[config.mk]
export PLATFORM = sky130hd
export DESIGN_NAME = uart9_addr_rx
export DESIGN_NICKNAME = d
export VERILOG_FILES = /design/src/rtl/uart9_rx_pkg.sv /design/src/rtl/uart9_tick_gen.sv /design/src/rtl/uart9_line_sampler.sv /design/src/rtl/uart9_frame_fsm.sv /design/src/rtl/uart9_rx_hold.sv /design/src/rtl/uart9_addr_rx.sv
export SDC_FILE = /design/constraint.sdc
export NUM_CORES = 1
export LEC_CHECK = 0
export ABC_AREA = 0
export BUFFER_PORTS_ARGS = -buffer_cell sky130_fd_sc_hd__buf_4
export CAP_MARGIN = 20
export CORE_MARGIN = 4
export CORE_UTILIZATION = 60
export CTS_CLUSTER_SIZE = 12
export DETAILED_ROUTE_END_ITERATION = 8
export GPL_TIMING_DRIVEN = 1
export PLACE_DENSITY_LB_ADDON = 0.15
export SLEW_MARGIN = 20
export SYNTH_ARGS = -nofsm -noshare
export SYNTH_HDL_FRONTEND = slang
export SYNTH_SLANG_ARGS = --single-unit
[constraint.sdc]
create_clock -name clk -period 4.06 [get_ports clk]
set_input_delay 0.609 -clock clk [delete_from_list [all_inputs] [get_ports clk]]
set_output_delay 0.609 -clock clk [all_outputs]
set_load 0.01 [all_outputs]
[src/rtl/uart9_rx_pkg.sv]
package uart9_rx_pkg;
    localparam int OVS        = 16;
    localparam int OVS_W      = $clog2(OVS);
    localparam int FRAME_BITS = 9;
    localparam int NBIT_W     = $clog2(FRAME_BITS);
    localparam int DECIDE_AT  = OVS / 2 + 1;
    localparam int VOTES      = 3;

    typedef enum logic [1:0] {
        ST_IDLE,
        ST_START,
        ST_DATA,
        ST_STOP
    } rx_state_e;

    typedef struct packed {
        rx_state_e               st;
        logic [OVS_W-1:0]        cnt;
        logic [NBIT_W-1:0]       nbit;
        logic [FRAME_BITS-1:0]   shreg;
        logic                    stop_ok;
        logic                    done;
    } frame_regs_t;

    typedef struct packed {
        logic [FRAME_BITS-1:0]   word;
        logic                    full;
        logic                    ferr;
        logic                    ovr;
    } hold_regs_t;
endpackage

[src/rtl/uart9_tick_gen.sv]
module uart9_tick_gen #(
    parameter int CLKS_PER_TICK = 27
) (
    input  logic clk,
    input  logic rst_n,
    output logic tick_o
);
    localparam int LIMIT = CLKS_PER_TICK - 1;
    localparam int CNT_W = (CLKS_PER_TICK > 1) ? $clog2(CLKS_PER_TICK) : 1;

    logic [CNT_W-1:0] cnt_d, cnt_q;

    always_comb begin
        if (cnt_q == CNT_W'(LIMIT)) cnt_d = '0;
        else                        cnt_d = cnt_q + 1'b1;
    end

    always_ff @(posedge clk or negedge rst_n) begin
        if (!rst_n) cnt_q <= '0;
        else        cnt_q <= cnt_d;
    end

    assign tick_o = (cnt_q == CNT_W'(LIMIT));

    assert_div_in_range_R12: assert property (@(posedge clk) disable iff (!rst_n)
        cnt_q <= CNT_W'(LIMIT));
endmodule

[src/rtl/uart9_line_sampler.sv]
module uart9_line_sampler
    import uart9_rx_pkg::*;
#(
    parameter int SYNC_STAGES = 2
) (
    input  logic clk,
    input  logic rst_n,
    input  logic tick_i,
    input  logic rx_i,
    output logic line_o,
    output logic vote_o
);
    typedef struct packed {
        logic [SYNC_STAGES-1:0] sync;
        logic [VOTES-1:0]       hist;
    } samp_regs_t;

    samp_regs_t d, q;

    always_comb begin
        d = q;
        d.sync = {q.sync[SYNC_STAGES-2:0], rx_i};
        if (tick_i) d.hist = {q.hist[VOTES-2:0], q.sync[SYNC_STAGES-1]};
    end

    always_ff @(posedge clk or negedge rst_n) begin
        if (!rst_n) q <= '1;
        else        q <= d;
    end

    assign line_o = q.sync[SYNC_STAGES-1];
    assign vote_o = ($countones(q.hist) >= 2);
endmodule

[src/rtl/uart9_frame_fsm.sv]
module uart9_frame_fsm
    import uart9_rx_pkg::*;
(
    input  logic                  clk,
    input  logic                  rst_n,
    input  logic                  tick_i,
    input  logic                  line_i,
    input  logic                  vote_i,
    output logic                  done_o,
    output logic [FRAME_BITS-1:0] word_o,
    output logic                  stop_ok_o
);
    localparam logic [OVS_W-1:0]  CNT_LAST   = OVS_W'(OVS - 1);
    localparam logic [OVS_W-1:0]  CNT_DECIDE = OVS_W'(DECIDE_AT);
    localparam logic [NBIT_W-1:0] NBIT_LAST  = NBIT_W'(FRAME_BITS - 1);

    frame_regs_t d, q;

    always_comb begin
        d      = q;
        d.done = 1'b0;
        if (tick_i) begin
            if (q.st != ST_IDLE) d.cnt = q.cnt + 1'b1;
            unique case (q.st)
                ST_IDLE: begin
                    if (!line_i) begin
                        d.st  = ST_START;
                        d.cnt = '0;
                    end
                end
                ST_START: begin
                    if (q.cnt == CNT_DECIDE && vote_i) begin
                        d.st = ST_IDLE;
                    end else if (q.cnt == CNT_LAST) begin
                        d.st   = ST_DATA;
                        d.cnt  = '0;
                        d.nbit = '0;
                    end
                end
                ST_DATA: begin
                    if (q.cnt == CNT_DECIDE) d.shreg = {vote_i, q.shreg[FRAME_BITS-1:1]};
                    if (q.cnt == CNT_LAST) begin
                        d.cnt = '0;
                        if (q.nbit == NBIT_LAST) d.st = ST_STOP;
                        else                     d.nbit = q.nbit + 1'b1;
                    end
                end
                ST_STOP: begin
                    if (q.cnt == CNT_DECIDE) d.stop_ok = vote_i;
                    if (q.cnt == CNT_LAST) begin
                        d.st   = ST_IDLE;
                        d.cnt  = '0;
                        d.done = 1'b1;
                    end
                end
                default: d.st = ST_IDLE;
            endcase
        end
    end

    always_ff @(posedge clk or negedge rst_n) begin
        if (!rst_n) q <= '{st: ST_IDLE, cnt: '0, nbit: '0, shreg: '0, stop_ok: 1'b1, done: 1'b0};
        else        q <= d;
    end

    assign done_o    = q.done;
    assign word_o    = q.shreg;
    assign stop_ok_o = q.stop_ok;

    assert_nbit_range_R1: assert property (@(posedge clk) disable iff (!rst_n)
        q.nbit <= NBIT_LAST);
    assert_done_from_stop_R12: assert property (@(posedge clk) disable iff (!rst_n)
        done_o |-> $past(q.st) == ST_STOP);
endmodule

[src/rtl/uart9_rx_hold.sv]
module uart9_rx_hold
    import uart9_rx_pkg::*;
(
    input  logic                  clk,
    input  logic                  rst_n,
    input  logic                  done_i,
    input  logic [FRAME_BITS-1:0] word_i,
    input  logic                  stop_ok_i,
    input  logic                  filt_en_i,
    input  logic                  rd_i,
    output logic [FRAME_BITS-1:0] word_o,
    output logic                  full_o,
    output logic                  ferr_o,
    output logic                  ovr_o
);
    hold_regs_t d, q;
    logic       accept;

    always_comb begin
        accept = !filt_en_i || word_i[FRAME_BITS-1];
        d      = q;
        if (rd_i) begin
            d.full = 1'b0;
            d.ferr = 1'b0;
            d.ovr  = 1'b0;
        end
        if (done_i) begin
            if (!stop_ok_i) d.ferr = 1'b1;
            if (accept) begin
                if (d.full) begin
                    d.ovr = 1'b1;
                end else begin
                    d.word = word_i;
                    d.full = 1'b1;
                end
            end
        end
    end

    always_ff @(posedge clk or negedge rst_n) begin
        if (!rst_n) q <= '0;
        else        q <= d;
    end

    assign word_o = q.word;
    assign full_o = q.full;
    assign ferr_o = q.ferr;
    assign ovr_o  = q.ovr;
endmodule

[src/rtl/uart9_addr_rx.sv]
module uart9_addr_rx
    import uart9_rx_pkg::*;
#(
    parameter int CLKS_PER_TICK = 27,
    parameter int SYNC_STAGES   = 2
) (
    input  logic       clk,
    input  logic       rst_n,
    input  logic       rx_i,
    input  logic       addr_filt_en_i,
    input  logic       rd_i,
    output logic [7:0] rx_data_o,
    output logic       rx_bit8_o,
    output logic       rx_flag_o,
    output logic       frame_err_o,
    output logic       overrun_o
);
    logic                  tick, line, vote;
    logic                  frm_done, frm_stop_ok;
    logic [FRAME_BITS-1:0] frm_word, buf_word;

    uart9_tick_gen #(.CLKS_PER_TICK(CLKS_PER_TICK)) tick_i (
        .clk(clk), .rst_n(rst_n), .tick_o(tick));

    uart9_line_sampler #(.SYNC_STAGES(SYNC_STAGES)) samp_i (
        .clk(clk), .rst_n(rst_n), .tick_i(tick), .rx_i(rx_i),
        .line_o(line), .vote_o(vote));

    uart9_frame_fsm fsm_i (
        .clk(clk), .rst_n(rst_n), .tick_i(tick), .line_i(line), .vote_i(vote),
        .done_o(frm_done), .word_o(frm_word), .stop_ok_o(frm_stop_ok));

    uart9_rx_hold hold_i (
        .clk(clk), .rst_n(rst_n), .done_i(frm_done), .word_i(frm_word),
        .stop_ok_i(frm_stop_ok), .filt_en_i(addr_filt_en_i), .rd_i(rd_i),
        .word_o(buf_word), .full_o(rx_flag_o), .ferr_o(frame_err_o), .ovr_o(overrun_o));

    assign rx_data_o = buf_word[7:0];
    assign rx_bit8_o = buf_word[FRAME_BITS-1];

    assert_flag_needs_frame_R2: assert property (@(posedge clk) disable iff (!rst_n)
        $rose(rx_flag_o) |-> $past(frm_done));
    assert_filter_drops_data_R4: assert property (@(posedge clk) disable iff (!rst_n)
        (frm_done && addr_filt_en_i && !frm_word[FRAME_BITS-1])
        |=> ($stable(rx_data_o) && $stable(rx_bit8_o) && !$rose(rx_flag_o)));
    assert_read_clears_R6: assert property (@(posedge clk) disable iff (!rst_n)
        (rd_i && !frm_done) |=> (!rx_flag_o && !overrun_o && !frame_err_o));
    assert_overrun_keeps_R7: assert property (@(posedge clk) disable iff (!rst_n)
        (frm_done && (!addr_filt_en_i || frm_word[FRAME_BITS-1]) && rx_flag_o && !rd_i)
        |=> (overrun_o && $stable(rx_data_o) && $stable(rx_bit8_o)));
    assert_stop_low_flags_R8: assert property (@(posedge clk) disable iff (!rst_n)
        (frm_done && !frm_stop_ok) |=> frame_err_o);
endmodule

==> results of run 1 <==
==> per-stage QoR <==
step | util | std cells | hold WS (ps) | worst slack, ps | instance area [sq um]
floorplan | - | 170 | 313.4 | 2300 | 2046
detailed placement | 0.6956 | 226 | 347.9 | 1962 | 2193
CTS | 0.7151 | 234 | 208.5 | 1961 | 2255
global route | 0.7151 | 234 | 212.8 | 1775 | 2255
global placement | 0.6956 | 226 | 346.7 | 2069 | 2193
finish | 0.7151 | 234 | 193.6 | 1937 | 2255
==> worst paths after layout <==
kind,from,to,slack (ps),cells past startpoint
setup / recovery,tick_i.cnt_q[0]$_DFF_PN0_,fsm_i.word_o[2]$_DFFE_PN0P_,1940,5
hold / removal,rst_n,hold_i.word_o[4]$_DFFE_PN0P_,190,1
setup reg to reg,tick_i.cnt_q[0]$_DFF_PN0_,fsm_i.word_o[2]$_DFFE_PN0P_,1940,5
hold reg to reg,samp_i.d[4]$_DFF_PN1_,samp_i.line_o$_DFF_PN1_,370,0
max in group asynchronous,rst_n,samp_i.q[2]$_DFFE_PN1N_,3480,1
min in group clk,rx_i,samp_i.d[4]$_DFF_PN1_,340,1
==> flip-flops by register name (all words and copies together) (netlist names) <==
signal           flops
fsm_i.q             10
fsm_i.word_o         9
hold_i.word_o        9
tick_i.cnt_q         5
samp_i.q             3
fsm_i.done_o         1
fsm_i.stop_ok_o      1
hold_i.ferr_o        1
hold_i.full_o        1
hold_i.ovr_o         1
samp_i.d             1
samp_i.line_o        1
==> layout make-up <==
type                            count  share of cell area
Inverter                           11             0.01831
Clock buffer                        5             0.01665
Multi-Input combinational cell    112              0.3962
Sequential cell                    43              0.4806
Tap cell                           44             0.02442
Timing Repair Buffer               16             0.05327
Clock inverter                      3             0.01054
==> layer usage <==
metal	up-vias	part of all wire
met5	-	0
li1	635	-
met4	0	0.012
met3	5	0.044
met1	619	0.48
met2	21	0.46
==> critical path, delay by kind of cell (launching register included) <==
kind / cells / cell delay, ps
muxes: 1 / 390
buffers and inverters: 1 / 70
DFF: 1 / 430
and+or+nand+nor: 2 / 940
adders and majority gates: 1 / 180
==> synthesized netlist by cell type, drive strengths merged <==
library cell / instances / share of area
nand3: 4 / 0.0098
and3b: 2 / 0.0086
o31ai: 2 / 0.0073
o41ai: 2 / 0.016
nand4: 1 / 0.0031
nor2: 9 / 0.017
nor2b: 1 / 0.0031
inv: 11 / 0.020
dfstp: 6 / 0.077
a211oi: 2 / 0.0098
ha: 11 / 0.067
nand2: 15 / 0.029
or2: 1 / 0.0043
or3b: 1 / 0.0043
xnor2: 1 / 0.0043
o2bb2ai: 1 / 0.0043
nand4b: 1 / 0.0073
a21boi: 1 / 0.0037
a22o: 1 / 0.0049
mux2i: 2 / 0.0098
mux2: 18 / 0.099
nand2b: 5 / 0.015
buf: 3 / 0.012
o21ai: 4 / 0.0098
clkbuf: 1 / 0.0018
a21o: 2 / 0.0073
a21oi: 8 / 0.027
o22ai: 2 / 0.0061
dfrtp: 37 / 0.45
xor2: 1 / 0.0043
and3: 3 / 0.0092
and4b: 2 / 0.0098
nor4bb: 1 / 0.0049
nor4: 3 / 0.017
nand3b: 1 / 0.0037
nor3: 2 / 0.0049
a31oi: 2 / 0.0061
==> cells by family (layout without fill, tap and decap cells) <==
group	count (synthesis)	in the layout
buf+inv	15	35
fa+ha+maj	11	11
xor+xnor	2	2
flops	43	43
simple gates	52	52
compound gates	27	27
mux	20	20
==> report_power, final <==
part	switching, uW	internal (uW)
clock network	148	69.4
logic	13.1	5.46
registers	1.72	432
==> run_results.csv, run 1 <==
group,metric,value,unit
setup_path,cp-start-kind,"flop",
detailed_routing,initialDrtViolationCount,118,
cts,clkTransAtPathRegs,140,ps
worst_hold_path,holdCritPathClass,"in2async",
layout,nets,205,
pwr,p_total,669.4,uW
yosys,yosysSeqAreaShare,0.5297,
setup_path,required,4310,ps
placed_design,gp_congestion,0.9157,
layout,final_layout_size_suffix_gt1_frac,0.3053,
pwr,leakagePower,0.001077,uW
flow_run,maxCapViolations,0,
yosys,yosysUniqueCellTypes,44,
cts,htree_levels,2,
layout,multi_input_area,893.4,sq um
yosys,synth.area.mux_share,0.1089,
cts,clock_latency,370,ps
global_route,use_met1,0.2469,
detailed_routing,ant_nets,0,
yosys,syn-num-nets,186,
timing,fin_crit_sh,0.5228,
yosys,synthAdderAreaFrac,0.06728,
timing,hold_viol,0,
timing,finalSetupTns,0,ps
layout,mostFrequentLayoutCells,"dfrtp_1, mux2_2, buf_4, nand2_1",
floorplanning,dieArea,0.004408,sq mm
cts,post_cts_buffers,0,
timing,worst_pin_slew,502.2,ps
yosys,ys_warn_count,0,
timing,slew_viol_final,0,
setup_path,cp_slowest_cell,"and3_1",
cts,clk_root_buffer_cell,"clkbuf_4",
floorplanning,io_pins,17,
pwr,vdd_drop_max,223.3,uV
status,status,"finished, final reports clean",
global_route,grt.total_usage,0.1812,
yosys,syn_area_per_cell,12.03,sq um
detailed_routing,dr.pass1.iters,4,
setup_path,critical_path_class,"reg2reg",
setup_path,path_cells,"inv_1 -> ha_1 -> and4b_1 -> and3_1 -> mux2_2",
timing,fin_crit,2123,ps
yosys,synth_top_family_by_area,"simple AND/OR/NAND/NOR gates",
cts,cts_tree,"yes",
yosys,netlist_area,0.002046,sq mm
layout,num_antenna_cells,0,
yosys,synth_xor_area_frac,0.008563,
cts,ctsResizeCount,0,
timing,fin_worst_skew,14.05,ps
timing,relSlewSlack,0.6652,
yosys,yosys.area_share.simple,0.1498,
layout,fill_cells,229,
detailed_routing,drt-vias-per-instance,5.470,
yosys,synth_compound_area_frac,0.1021,
global_route,gr-total-overflow,0,
floorplanning,start_util,0.6488,
yosys,post_synth_inst_count,170,
layout,area_growth,10.21,%
pwr,cellPowerDensity,296.9,mW/mm^2
detailed_routing,drcViolationCount,0,
floorplanning,die-width,66.39,microns
detailed_routing,wl,3286,microns
cts,cts_sinks,43,
floorplanning,die_h,66.39,microns
setup_path,end_kind,"flop",
detailed_routing,via_count,1280,
floorplanning,core,0.003153,sq mm
cts,holdBufCountCts,0,
yosys,ys_ff_latch,43,
layout,layout_commonest_cell,"dfrtp_1",
timing,max_clock_freq,471.1,MHz
setup_path,cp_data_arrival_time,2380,ps
detailed_routing,wl_per_cell,14.04,microns
cts,cts.path.max_buffers,2,
timing,rsz0062_at_grt,"no",
global_route,grt_pass1_wl,5996,microns
setup_path,slowest_delay,490,ps
global_route,grt_use_met3,0.06122,
global_route,grt.busiest_layer,"met2",
layout,seqCellArea,0.001084,sq mm
timing,report.final.setup_viol,0,
global_route,grt_max_degree,44,
cts,numCtsBuffers,5,
global_route,first_global_vias,1292,
setup_path,path_max_fanout,11,
global_route,antenna_found_initial,0,
global_route,met2_usage,0.2751,
placed_design,port_buffers,16,
floorplanning,std_cell_rows,20,
placed_design,post-dp-hpwl,2425,microns
Note: power is estimated with default switching activity, not from simulation.
==> run 2, diff against run 1 <==
- CORE_UTILIZATION: 60 -> 53
- clock period: 4.06 -> 1.9 ns (I/O delays scaled with it)
==> run 2 against run 1 <==
Effect of this change: final area increased by 4.2%; global-route usage decreased by 2.9 points; worst setup slack lost 1900 ps; critical path depth unchanged; sequential power increased by 110%; clock skew is 9.2 ps lower; non-clock buffer count rose by 4; flip-flop and latch count is the same; power is 130% higher; fmax is 16% higher; combinational power is 130% higher; register-to-register slack worse by 1900 ps; critical endpoint is now fsm_i.q[20]$_DFFE_PN0P_; highest routed layer unchanged.
==> run_results.csv, run 2 (synthesis gave the netlist of run 1 again) <==
group,metric,value,unit
detailed_routing,ant_nets,0,
floorplanning,die_h,70.13,microns
timing,worst_pin_slew,517.6,ps
setup_path,critical_path_class,"reg2reg",
pwr,p_total,1533,uW
pwr,leakagePower,0.001111,uW
placed_design,post-dp-hpwl,2462,microns
timing,relSlewSlack,0.6550,
setup_path,cp.buffers_inverters,0,
layout,nets,209,
placed_design,post_dp_cell_area,0.002233,sq mm
cts,cts.path.max_buffers,2,
detailed_routing,dr.pass1.iters,6,
global_route,grt.total_usage,0.1522,
setup_path,critical_path_cell_count,5,
layout,mostFrequentLayoutCells,"dfrtp_1, mux2_2, buf_4, nand2_1, inv_1",
layout,fin_cells,242,
pwr,vdd_drop_max,525.9,uV
global_route,first_global_vias,1370,
global_route,gr-total-overflow,0,
setup_path,crit-reg2reg-launch,"fsm_i.q[20]$_DFFE_PN0P_",
detailed_routing,wl,3335,microns
timing,rsz0062_at_grt,"yes",
global_route,antenna_found_initial,0,
detailed_routing,via_count,1325,
timing,slew_viol_final,0,
layout,layout_commonest_cell,"dfrtp_1",
setup_path,cp-startpoint,"fsm_i.q[20]$_DFFE_PN0P_",
cts,htree_levels,2,
detailed_routing,drcViolationCount,0,
layout,area_growth,14.86,%
timing,max_clock_freq,548.1,MHz
setup_path,reg2reg_to,"fsm_i.q[20]$_DFFE_PN0P_",
global_route,grt_max_degree,44,
timing,fin_crit_sh,0.9603,
cts,clkTransAtPathRegs,80,ps
setup_path,required,2080,ps
floorplanning,std_cell_rows,22,
setup_path,cp-start-kind,"flop",
floorplanning,dieArea,0.004918,sq mm
layout,largest_reg_flops,10,
worst_hold_path,holdCritPathClass,"in2reg",
setup_path,path_max_fanout,5,
setup_path,regToRegSetupSlack,80,ps
setup_path,cp_data_arrival_time,2000,ps
placed_design,dp_cells,233,
setup_path,rr_worst_depth,5,
cts,clk_root_buffer_cell,"clkbuf_8",
floorplanning,start_util,0.5546,
worst_hold_path,hold_depth,1,
setup_path,cp_slowest_cell,"or3b_1",
setup_path,end_kind,"flop",
cts,post_cts_buffers,0,
floorplanning,die-width,70.13,microns
detailed_routing,wl_per_cell,13.78,microns
layout,final_cell_area,0.002350,sq mm
setup_path,crit_end,"fsm_i.q[20]$_DFFE_PN0P_",
layout,largest-register,"fsm_i.q",
layout,final_layout_size_suffix_gt1_frac,0.3299,
status,status,"finished, final reports clean",
timing,report.final.setup_viol,0,
pwr,cellPowerDensity,652.2,mW/mm^2
placed_design,gp_congestion,0.8226,
floorplanning,io_pins,17,
flow_run,maxCapViolations,0,
cts,clock_latency,290,ps
timing,fin_worst_skew,4.874,ps
setup_path,path_cells,"ha_1 -> nor4bb_2 -> a211oi_1 -> or3b_1 -> o2bb2ai_1",
detailed_routing,drt-vias-per-instance,5.475,
floorplanning,core,0.003689,sq mm
detailed_routing,initialDrtViolationCount,78,
placed_design,port_buffers,16,
setup_path,critPathTopFamily,"simple AND/OR/NAND/NOR gates",
cts,cts_sinks,43,
timing,hold_viol,0,
timing,fin_crit,1825,ps
setup_path,slowest_delay,430,ps
timing,finalSetupTns,0,ps
cts,cts_tree,"yes",
cts,numCtsBuffers,5,
layout,num_antenna_cells,0,
global_route,grt_pass1_wl,5989,microns
layout,post-route-util,0.6370,
## run 2: repair_timing
item | 4_1_cts | 5_1_grt
endpoints found under the setup margin | 0 | 6
hold endpoints to repair | 37 | 0
gates resized for setup | 0 | 4
hold buffers | 1 | 0
## run 2: final cells by class
type / instances / area [sq um]
Timing Repair Buffer: 20 / 165.2
Fill cell: 311 / 1339
Tap cell: 48 / 60.06
Multi-Input combinational cell: 112 / 910.9
Sequential cell: 43 / 1084
Inverter: 11 / 41.29
Clock inverter: 3 / 20.02
Clock buffer: 5 / 68.82
## run 2: how the worst min path moves through the flow
stage	startpoint	endpoint	slack [ps]
4_1_cts	rx_i	samp_i.d[4]$_DFF_PN1_	80
3_3_place_gp	rst_n	fsm_i.q[11]$_DFFE_PN0P_	290
6_report	rx_i	samp_i.d[4]$_DFF_PN1_	90
5_1_grt	rx_i	samp_i.d[4]$_DFF_PN1_	80
3_5_place_dp	rst_n	fsm_i.q[13]$_DFFE_PN0P_	300
2_1_floorplan	rst_n	fsm_i.done_o$_DFF_PN0_	-10
## run 2: power breakdown
part,internal (uW),leakage (uW),switching [uW]
clock,255,0.0000402,309
combinational,13.8,0.000509,29.3
sequential,922,0.000562,3.34
total,1190,0.00111,342
## run 2: stage by stage
stage	setup slack, ps	hold WS, ps
global route	1.846	83.27
global placement	110.1	291.5
floorplan	140.2	-10.59
finish	75.39	93.49
detailed placement	42.99	300.1
CTS	26.16	80.00
## run 2: metal layers
layer | track usage | part of all wire
met1 | 0.1933 | 0.47
met2 | 0.2361 | 0.47
met3 | 0.03741 | 0.039
met4 | 0.08723 | 0.023
met5 | 0 | 0
